File: src/rtl/hsts_pkg.sv
package hsts_pkg;

    localparam int STATUS_W = 8;
    localparam int NFLAG    = 5;

    localparam int FI_RD   = 0;
    localparam int FI_WR   = 1;
    localparam int FI_HOLD = 2;
    localparam int FI_ARB  = 3;
    localparam int FI_ERR  = 4;

    localparam int POS_ACK = 4;

    typedef enum logic [1:0] {
        BS_UNKNOWN = 2'd0,
        BS_IDLE    = 2'd1,
        BS_OWNER   = 2'd2,
        BS_BUSY    = 2'd3
    } bus_state_e;

    // Status bit position of each sticky flag index.
    function automatic int flag_pos(input int idx);
        case (idx)
            FI_RD:   return 7;
            FI_WR:   return 6;
            FI_HOLD: return 5;
            FI_ARB:  return 3;
            default: return 2;
        endcase
    endfunction

    // Whether data and command accesses clear this flag.
    function automatic bit wide_clear(input int idx);
        return idx != FI_ERR;
    endfunction

endpackage

File: src/rtl/hsts_sticky_flag.sv
module hsts_sticky_flag #(
    parameter bit WIDE_CLR = 1'b1
) (
    input  logic clk,
    input  logic rst,
    input  logic set_i,
    input  logic w1c_i,
    input  logic addr_clr_i,
    input  logic data_clr_i,
    input  logic cmd_clr_i,
    output logic q
);

    logic clr;

    always_comb begin
        clr = w1c_i | addr_clr_i;
        if (WIDE_CLR) clr = clr | data_clr_i | cmd_clr_i;
    end

    always_ff @(posedge clk) begin
        if (rst)        q <= 1'b0;
        else if (set_i) q <= 1'b1;
        else if (clr)   q <= 1'b0;
    end

    AST_SET_WINS: assert property (@(posedge clk) disable iff (rst)
        set_i |=> q);
    AST_W1C_CLEARS: assert property (@(posedge clk) disable iff (rst)
        (!set_i && w1c_i) |=> !q);
    AST_ADDR_CLEARS: assert property (@(posedge clk) disable iff (rst)
        (!set_i && addr_clr_i) |=> !q);

    generate
        if (WIDE_CLR) begin : g_wide
            AST_SIDE_CLEARS: assert property (@(posedge clk) disable iff (rst)
                (!set_i && (data_clr_i || cmd_clr_i)) |=> !q);
        end else begin : g_narrow
            AST_ERR_KEEPS: assert property (@(posedge clk) disable iff (rst)
                (!set_i && !w1c_i && !addr_clr_i) |=> $stable(q));
        end
    endgenerate

endmodule

File: src/rtl/hsts_ack_track.sv
module hsts_ack_track (
    input  logic clk,
    input  logic rst,
    input  logic valid_i,
    input  logic nack_i,
    output logic nack_q
);

    always_ff @(posedge clk) begin
        if (rst)          nack_q <= 1'b0;
        else if (valid_i) nack_q <= nack_i;
    end

    AST_ACK_CAPTURE: assert property (@(posedge clk) disable iff (rst)
        valid_i |=> (nack_q == $past(nack_i)));
    AST_ACK_HOLDS: assert property (@(posedge clk) disable iff (rst)
        !valid_i |=> $stable(nack_q));

endmodule

File: src/rtl/hsts_bus_state.sv
module hsts_bus_state
    import hsts_pkg::*;
(
    input  logic       clk,
    input  logic       rst,
    input  logic       upd_i,
    input  bus_state_e upd_state_i,
    input  logic       wr_i,
    input  logic [1:0] wr_field_i,
    output bus_state_e state_q
);

    logic force_idle;
    assign force_idle = wr_i && (wr_field_i == 2'(BS_IDLE));

    always_ff @(posedge clk) begin
        if (rst)             state_q <= BS_UNKNOWN;
        else if (upd_i)      state_q <= upd_state_i;
        else if (force_idle) state_q <= BS_IDLE;
    end

    AST_FORCE_IDLE: assert property (@(posedge clk) disable iff (rst)
        (!upd_i && force_idle) |=> (state_q == BS_IDLE));
    AST_ENGINE_WINS: assert property (@(posedge clk) disable iff (rst)
        upd_i |=> (state_q == $past(upd_state_i)));
    AST_STATE_HOLDS: assert property (@(posedge clk) disable iff (rst)
        (!upd_i && !force_idle) |=> $stable(state_q));

endmodule

File: src/rtl/i2c_host_status.sv
module i2c_host_status
    import hsts_pkg::*;
#(
    parameter int ADDR_W      = 4,
    parameter int STATUS_ADDR = 5
) (
    input  logic                clk,
    input  logic                rst,
    input  logic [ADDR_W-1:0]   bus_addr,
    input  logic                bus_wr,
    input  logic                bus_rd,
    input  logic [STATUS_W-1:0] bus_wdata,
    output logic [STATUS_W-1:0] bus_rdata,
    input  logic                ev_rd_done,
    input  logic                ev_wr_done,
    input  logic                ev_hold,
    input  logic                ev_arb_lost,
    input  logic                ev_bus_err,
    input  logic                ev_ack_valid,
    input  logic                ev_ack_nack,
    input  logic                ev_state_upd,
    input  logic [1:0]          ev_state,
    input  logic                acc_addr_wr,
    input  logic                acc_data,
    input  logic                acc_cmd_wr,
    input  logic                rd_irq_en,
    input  logic                wr_irq_en,
    output logic                rd_irq,
    output logic                wr_irq
);

    localparam logic [ADDR_W-1:0] HIT_ADDR = ADDR_W'(STATUS_ADDR);

    logic                hit;
    logic                wr_hit;
    logic [NFLAG-1:0]    set_vec;
    logic [NFLAG-1:0]    flag_q;
    logic                nack_q;
    bus_state_e          state_q;
    logic [STATUS_W-1:0] status;

    assign hit    = (bus_addr == HIT_ADDR);
    assign wr_hit = bus_wr && hit;

    always_comb begin
        set_vec          = '0;
        set_vec[FI_RD]   = ev_rd_done;
        set_vec[FI_WR]   = ev_wr_done;
        set_vec[FI_HOLD] = ev_hold;
        set_vec[FI_ARB]  = ev_arb_lost;
        set_vec[FI_ERR]  = ev_bus_err;
    end

    generate
        for (genvar i = 0; i < NFLAG; i++) begin : g_flag
            hsts_sticky_flag #(
                .WIDE_CLR (wide_clear(i))
            ) u_flag (
                .clk        (clk),
                .rst        (rst),
                .set_i      (set_vec[i]),
                .w1c_i      (wr_hit && bus_wdata[flag_pos(i)]),
                .addr_clr_i (acc_addr_wr),
                .data_clr_i (acc_data),
                .cmd_clr_i  (acc_cmd_wr),
                .q          (flag_q[i])
            );
        end
    endgenerate

    hsts_ack_track u_ack (
        .clk     (clk),
        .rst     (rst),
        .valid_i (ev_ack_valid),
        .nack_i  (ev_ack_nack),
        .nack_q  (nack_q)
    );

    hsts_bus_state u_state (
        .clk         (clk),
        .rst         (rst),
        .upd_i       (ev_state_upd),
        .upd_state_i (bus_state_e'(ev_state)),
        .wr_i        (wr_hit),
        .wr_field_i  (bus_wdata[1:0]),
        .state_q     (state_q)
    );

    always_comb begin
        status          = '0;
        status[1:0]     = state_q;
        status[POS_ACK] = nack_q;
        for (int i = 0; i < NFLAG; i++) begin
            status[flag_pos(i)] = flag_q[i];
        end
    end

    assign bus_rdata = (bus_rd && hit) ? status : '0;
    assign rd_irq    = flag_q[FI_RD] & rd_irq_en;
    assign wr_irq    = flag_q[FI_WR] & wr_irq_en;

    AST_RESET_CLEAN: assert property (@(posedge clk)
        rst |=> (flag_q == '0 && !nack_q && state_q == BS_UNKNOWN));
    AST_WR_DONE_SETS: assert property (@(posedge clk) disable iff (rst)
        ev_wr_done |=> wr_irq || !wr_irq_en);

endmodule

File: config.mk
export PLATFORM = sky130hd
export DESIGN_NAME = i2c_host_status
export DESIGN_NICKNAME = d
export VERILOG_FILES = /design/src/rtl/hsts_pkg.sv /design/src/rtl/hsts_sticky_flag.sv /design/src/rtl/hsts_ack_track.sv /design/src/rtl/hsts_bus_state.sv /design/src/rtl/i2c_host_status.sv
export SDC_FILE = /design/constraint.sdc
export NUM_CORES = 1
export LEC_CHECK = 0
export BUFFER_PORTS_ARGS = -buffer_cell sky130_fd_sc_hd__buf_4
export CAP_MARGIN = 5
export CORE_AREA = 3 3 40 42
export DETAILED_ROUTE_END_ITERATION = 7
export DIE_AREA = 0 0 43 45
export PLACE_DENSITY = 0.74
export SKIP_LAST_GASP = 1
export SLEW_MARGIN = 40
export SYNTH_ARGS = -nofsm -noshare
export SYNTH_HDL_FRONTEND = slang
export SYNTH_SLANG_ARGS = --single-unit
File: constraint.sdc
create_clock -name clk -period 1.5 [get_ports clk]
set_input_delay 0.3 -clock clk [delete_from_list [all_inputs] [get_ports clk]]
set_output_delay 0.3 -clock clk [all_outputs]
set_load 0.02 [all_outputs]
Word level (Yosys, flattened, before mapping)
Cells that the tools add are included.
- register bits: 8
- bits in latches: 0
- memory bits (writable): 0
- memory bits (read-only): 0
- input port bits: 31
- output and inout bits: 10
- logic and storage cells: 51
- memories kept: 0
- add/subtract/negate cells: 0
- $mul: 0
- div/mod/pow operators: 0
- $lt $le $gt $ge: 0
- equal/unequal tests: 2
- shifts and indexed selects: 0
- mux-type cells: 13
- bitwise operators: 15
- reduce and logical (&&, ||, !) cells: 14
- operators by type and width (cell ; number):
    1-bit OR ; 13
    2-bit nonzero test ; 6
    1-bit 2-to-1 mux ; 10
    1-bit logical AND ; 8
    8-bit 2-to-1 mux ; 1
    4-bit by 3-bit equality test with 1-bit output, second input constant ; 1
    2-bit 2-to-1 mux ; 2
    1-bit AND ; 2
    2-bit by 1-bit equality test with 1-bit output, second input constant ; 1

Depth between registers and ports, before layout
Gate-level depths: netlist of run 1.
- depth after elaboration: 8
- gate-level depth with buffers: 4
- gate-level depth less buffers: 3

Cells and area by module
From an unflattened synthesis of run 1, not the netlist that was laid out.
- cells, all modules: 54
- area total of the unflattened synthesis: 459.2 sq um
- modules (own cells, without submodules) (module ; instances ; cells an instance ; area an instance (sq um)):
    hsts_sticky_flag at g_flag[0].u_flag ... ; 4 ; 5 ; 43.8
    i2c_host_status ; 1 ; 18 ; 123.9
    hsts_bus_state ; 1 ; 9 ; 88.8
    hsts_sticky_flag at g_flag[4].u_flag ; 1 ; 4 ; 37.5
    hsts_ack_track ; 1 ; 3 ; 33.8

Worst setup path after synthesis of run 1
No wires, ideal clock.
- path kind: input-to-output
- start: input port bus_addr[3]
- end: output port bus_rdata[0]
- arrival time: 1.012 ns
- required time: 1.200 ns
- slack: 0.188 ns
- stages on the path: 3
- buffers on the path: 1
- cell sequence: and4bb_2 buf_6 and3_1
- cells in the longest elaborated chain, start to end: 3
- RTL lines (item ; RTL line ; source):
    start, declared ; i2c_host_status.sv:9 ; input logic [ADDR_W-1:0] bus_addr,
    4-bit by 3-bit equality test with 1-bit output ; i2c_host_status.sv:42 ; assign hit = (bus_addr == HIT_ADDR);
    1-bit logical AND ; i2c_host_status.sv:98 ; assign bus_rdata = (bus_rd && hit) ? status : '0;
    8-bit 2-to-1 mux ; i2c_host_status.sv:98 ;
    end, declared ; i2c_host_status.sv:13 ; output logic [STATUS_W-1:0] bus_rdata,
No other way between the ends.

Worst setup path after layout of run 1
- start: input port bus_addr[3]
- end: output port bus_rdata[1]
Same word-level chain as after synthesis.

==> run metrics, run 1 <==
buffers from clock root to sink, at most 2; CTS Sinks 8; cell taking the most area after synthesis dfxtp_1; I/O Pins 41; hold crit path type primary input to register; DRC Markers 0; setup TNS 0 ns; CP arrival 1.15 ns; Layout fillers 120; Clock Skew 0 ns; fmax 0.6917 GHz; critical path's slowest cell and4bb_4; drt total wl 1319 µm; GP Congestion 0.7457; sequential area share after synthesis 0.4000; synth top area cells dfxtp_1 (40%), and3_1 (13%), a32o_1 (10%); total CTS buffers 3; Max Slew Vio Count 0; Post-synth EDFFs 0; number of antenna violations at the first check in global routing 0; Final nets 116; final core utilization 0.5716; Syn Std Cell Area 400.4 µm²; Detail Route Antenna Nets 0; Distinct cells, synth 19; GRT Util Overall 0.1537; RSZ-0062 raised after global routing false; yosys warns 0; Max Cap Viol 0; Vias 499; total gr overflow 0; CTS tree done; port buffer count 39; drt pass-1 iters 4; static leakage 0.0003864 µW; hold buffers post-CTS 0; most used cell, CP buf_4; Clock Pin Slew Worst Setup and Hold Paths 0.06 ns; H-Tree Depth 1; first-pass GRT wire length 2166 µm; DIE AREA 1935 µm²; CP max FO 13; Critical Path Max Stage Delay 0.42 ns; CORE AREA 1285 µm²; Die Ht 45 µm; crit path cell chain buf_4 -> and4bb_4 -> and3_1 -> buf_4; status completed; Cells after Synth 41; Power Dens Cells 691.5 nW/µm²; worst skew pair latency 0.26 ns; Tcrit/Tclk final 0.9638; Slew @ Worst Pin 0.4294 ns; Clock Tree Root clkbuf_4; cell row count 13; Vias/cell 5.092; hold_ws 0.2323 ns; Synth Register Bits 8; Post-Syn Nets 72; vias in the first global route 500; setup bufs post-CTS 0; critical path class primary input to primary output; Hold Fails Final Rpt 0; syn avg cell area 9.765 µm²; Startpoint Class primary input; die width 43 µm; Slew Limit Headroom 0.7113; ys flop type dfxtp_1; Commonest cells post-synth and3_1 (8), dfxtp_1 (8), a32o_1 (4), nand3_1 (4); Max VDD drop 414.3 µV; largest net degree at the start of global routing 14; ANT cells 0; WL/cell 13.46 µm; fin crit period 1.446 ns; area delta synth->final 83.44%; Worst setup EP type primary output; Worst Path Required 1.20 ns; Final HPWL DP 1037 µm; top cell type's share of synthesized area 0.4000; fraction of registers with async set/reset 0; DRT iter0 DRCs 10; final setup fails 0; share of cells above drive strength 1 0.5422; initial core utilization 0.3116
-- logic make-up (layout without fill, tap and decap cells) --
logic type | after synthesis | count (layout) | share of synthesized area
simple gates | 21 | 21 | 0.3469
compound gates | 8 | 8 | 0.1813
flops | 8 | 8 | 0.4000
buf+inv | 3 | 45 | 0.04688
mux | 1 | 1 | 0.02500
-- critical path, delay by kind of cell --
kind,cells,cell delay (ns)
buffers and inverters,2,0.25
AND/OR/NAND/NOR,2,0.60
-- final timing paths --
check,start,end,slack (ns),cells past startpoint
max reg2reg,g_flag[4].u_flag.q,g_flag[4].u_flag.q,0.75,3
min,rst,u_ack.nack_q,0.23,2
max,bus_addr[3],bus_rdata[1],0.05,4
min reg2reg,g_flag[3].u_flag.q,g_flag[3].u_flag.q,0.49,1
-- power breakdown --
part | internal [µW] | switching [µW]
combinational | 69.2 | 36.1
clock | 92.0 | 79.0
sequential | 226 | 5.60
total | 387 | 121
-- final cells by class --
type                       count  area [µm²]  area share
inverter                       2       7.507     0.01022
sequential                     8       160.2      0.2181
timing repair buffer          40       300.3      0.4089
multi-input combinational     30       225.2      0.3066
tap                           15       18.77     0.02555
clock buffer                   3       22.52     0.03066
-- per-stage QoR --
step	cell area (µm²)	total power, µW	setup WS, ns	cells
4_1_cts	730.7	510.6	0.01741	98
5_1_grt	734.5	531.3	0.01883	98
2_1_floorplan	400.4	265.8	0.1875	41
3_5_place_dp	708.2	340.8	0.01761	95
6_report	734.5	507.9	0.05437	98
3_3_place_gp	708.2	339.2	0.01049	95
-- per-layer routing --
metal  wire length [µm]  vias up  track usage
met5                  0        -            0
met4                 49        0       0.1265
met3                140        5      0.03984
met2                628       25       0.2605
met1                499      224       0.1606
li1                   -      245            -
-- cells in the final DEF, fill, tap and decap left out, drive strengths merged, types with 2 or more instances in the layout --
cell,count
nand3,4
dfxtp,8
a32o,4
clkbuf,3
and2,2
buf,40
and3,8
inv,2
-- timing repair --
action / 4_1_cts / 5_1_grt
hold endpoints to repair: 0 / 0
gates resized for setup: 0 / 1
setup endpoints to repair: 0 / 7
-- state kept, by name, indices dropped and copies added, names as in the netlist --
signal	flops
g_flag.u_flag.q	5
u_state.state_q	2
u_ack.nack_q	1
(Power assumes the default switching activity.)
==> run 2, diff against run 1 <==
- ABC_AREA: default -> 1
- CORE_AREA: 3 3 40 42 -> default
- CORE_MARGIN: default -> 3
- CORE_UTILIZATION: default -> 35
- DIE_AREA: 0 0 43 45 -> default
- PLACE_DENSITY: 0.74 -> 0.79
- clock period: 1.5 -> 1.7 ns (I/O delays scaled with it)
==> run 2 against run 1 <==
Net effect: clock skew unchanged; global-route usage up 1.3 points; wire length grew 0.53%; power down 9.3%; sequential power is 12% lower; first-iteration DRC count decreased by 20%; die area fell by 6.6%; synthesized cell count increased by 68%; via count increased by 15%; critical path type unchanged; largest power group unchanged.
==> run metrics, run 2 <==
status completed; Startpoint Class primary input; Hold Fails Final Rpt 0; Commonest cells post-synth inv_1 (17), nor2_1 (15), dfxtp_1 (8); number of antenna violations at the first check in global routing 0; H-Tree Depth 1; CP max FO 8; post-place setup slack 0.2635 ns; GRT Util Overall 0.1671; max FFs per register 5; GP Congestion 0.7122; delay-heaviest family, CP simple AND/OR/NAND/NOR gates; first-pass GRT wire length 2346 µm; hold buffers post-CTS 0; CTS tree done; Slew @ Worst Pin 0.2189 ns; sequential area share after synthesis 0.3432; CP arrival 1.09 ns; RR Endpoint g_flag[4].u_flag.q; Max VDD drop 411.1 µV; Die Ht 42.52 µm; Vias/cell 4.629; buffers from clock root to sink, at most 2; DRT iter0 DRCs 8; setup bufs post-CTS 0; share of cells above drive strength 1 0.4364; Worst setup EP type primary output; yosys warns 0; M3 GR Usage 0.07725; I/O Pins 41; Final nets 143; initial core utilization 0.3985; Critical Path Max Stage Delay 0.21 ns; count leader, synth inv_1; critical path class primary input to primary output; PostCTS Resize Cnt 0; Max Cap Viol 0; Largest regs g_flag.u_flag.q x5, u_state.state_q x2, u_ack.nack_q x1; setup TNS 0 ns; Max Slew Vio Count 0; origin of the critical flop-to-flop path g_flag[4].u_flag.q; crit path cell chain buf_4 -> nor2_4 -> nand3_4 -> nor2_1 -> buf_4; GR Util met1 0.1846; ys flop type dfxtp_1; Crit path depth 5; hold wc startpoint ev_bus_err; top cell type's share of synthesized area 0.3432; Clock Skew 0 ns; most used cell, CP buf_4; commonest non-fill, non-tap cell in the layout buf_4; grt peak-use layer met2; CTS Sinks 8; Synth Register Bits 8; final setup fails 0; static leakage 0.0004244 µW; drt pass-1 iters 4; drt total wl 1326 µm; largest net degree at the start of global routing 9; ANT cells 0; fraction of registers with async set/reset 0; DRC Markers 0; Final HPWL DP 1093 µm; Worst Path Required 1.36 ns; WL/cell 10.69 µm; total gr overflow 0; Final WS setup 0.2728 ns; CORE AREA 1171 µm²; cell row count 12; vias in the first global route 561; total CTS buffers 3; Syn Std Cell Area 466.7 µm²; critical path's slowest cell nor2_4; area delta synth->final 70.24%; cell taking the most area after synthesis dfxtp_1; GRT met2 Usage 0.2979; fin crit period 1.427 ns; crit path to bus_rdata[4]; fmax 0.7007 GHz; CP startpoint bus_addr[1]; most frequent cells in the layout buf_4 (39), inv_1 (17), nor2_1 (15); Cells after Synth 69; Clock Tree Root clkbuf_4; Layout fillers 125; Tcrit/Tclk final 0.8395; RSZ-0062 raised after global routing false; DIE AREA 1808 µm²; port buffer count 39; Clock Pin Slew Worst Setup and Hold Paths 0.05 ns; Post-Syn Nets 100; Detail Route Antenna Nets 0; hold crit path type primary input to register; syn avg cell area 6.764 µm²; FF-to-FF setup slack 1.03 ns; Post-synth EDFFs 0; Distinct cells, synth 14; buffers and inverters on the worst path 2; Slew Limit Headroom 0.8537; worst skew pair latency 0.26 ns; R2R cell count 4; synth top area cells dfxtp_1 (34%), inv_1 (14%), nor2_1 (12%); Power Dens Cells 580.1 nW/µm²; Top reg by flops g_flag.u_flag.q; Vias 574; die width 42.52 µm
## run 2: report_power, final
| group | internal, µW | total [µW] | switching (µW) |
|---|---|---|---|
| logic | 60.4 | 107 | 46.1 |
| clock network | 81.1 | 151 | 69.4 |
| registers | 199 | 204 | 4.82 |
| total | 340 | 461 | 120 |
## run 2: how the worst min path moves through the flow
stage,to,cells past startpoint
6_report,g_flag[4].u_flag.q,3
5_1_grt,g_flag[4].u_flag.q,3
4_1_cts,g_flag[4].u_flag.q,3
3_5_place_dp,g_flag[2].u_flag.q,2
3_3_place_gp,g_flag[2].u_flag.q,2
2_1_floorplan,g_flag[2].u_flag.q,2
## run 2: final cells by class
type	count	area, µm²	share of cell area
timing repair buffer	39	292.8	0.3685
tap	14	17.52	0.02205
multi-input combinational	42	234.0	0.2945
clock buffer	3	22.52	0.02835
sequential	8	160.2	0.2016
inverter	18	67.56	0.08504
## run 2: cells by family after synthesis
kind of cell,share of synthesized area
and+or+nand+nor,0.4263
buffers and inverters,0.1555
AOI/OAI and AO/OA,0.07506
DFF,0.3432
## run 2: metrics by stage
step	cell area [µm²]	power, µW	util	cells	hold slack, ns
final	794.5	460.9	0.6784	124	0.2963
after global routing	794.5	491.1	0.6784	124	0.3084
after CTS	794.5	468.2	0.6784	124	0.2917
after detailed placement	772.0	315.0	0.6592	121	0.4735
after global placement	772.0	312.0	0.6592	121	0.4699
after floorplan	466.7	246.8	-	69	0.4570
## run 2: per-layer routing
layer / share of wire / up-vias
met2: 0.52 / 25
met1: 0.39 / 248
met4: 0 / 0
met3: 0.088 / 0
met5: 0 / -
li1: - / 301
## run 2: tightest hold or removal path, stage by stage
cell     delay, ns
buf_4         0.07
a21oi_1       0.03
nor2_1        0.07
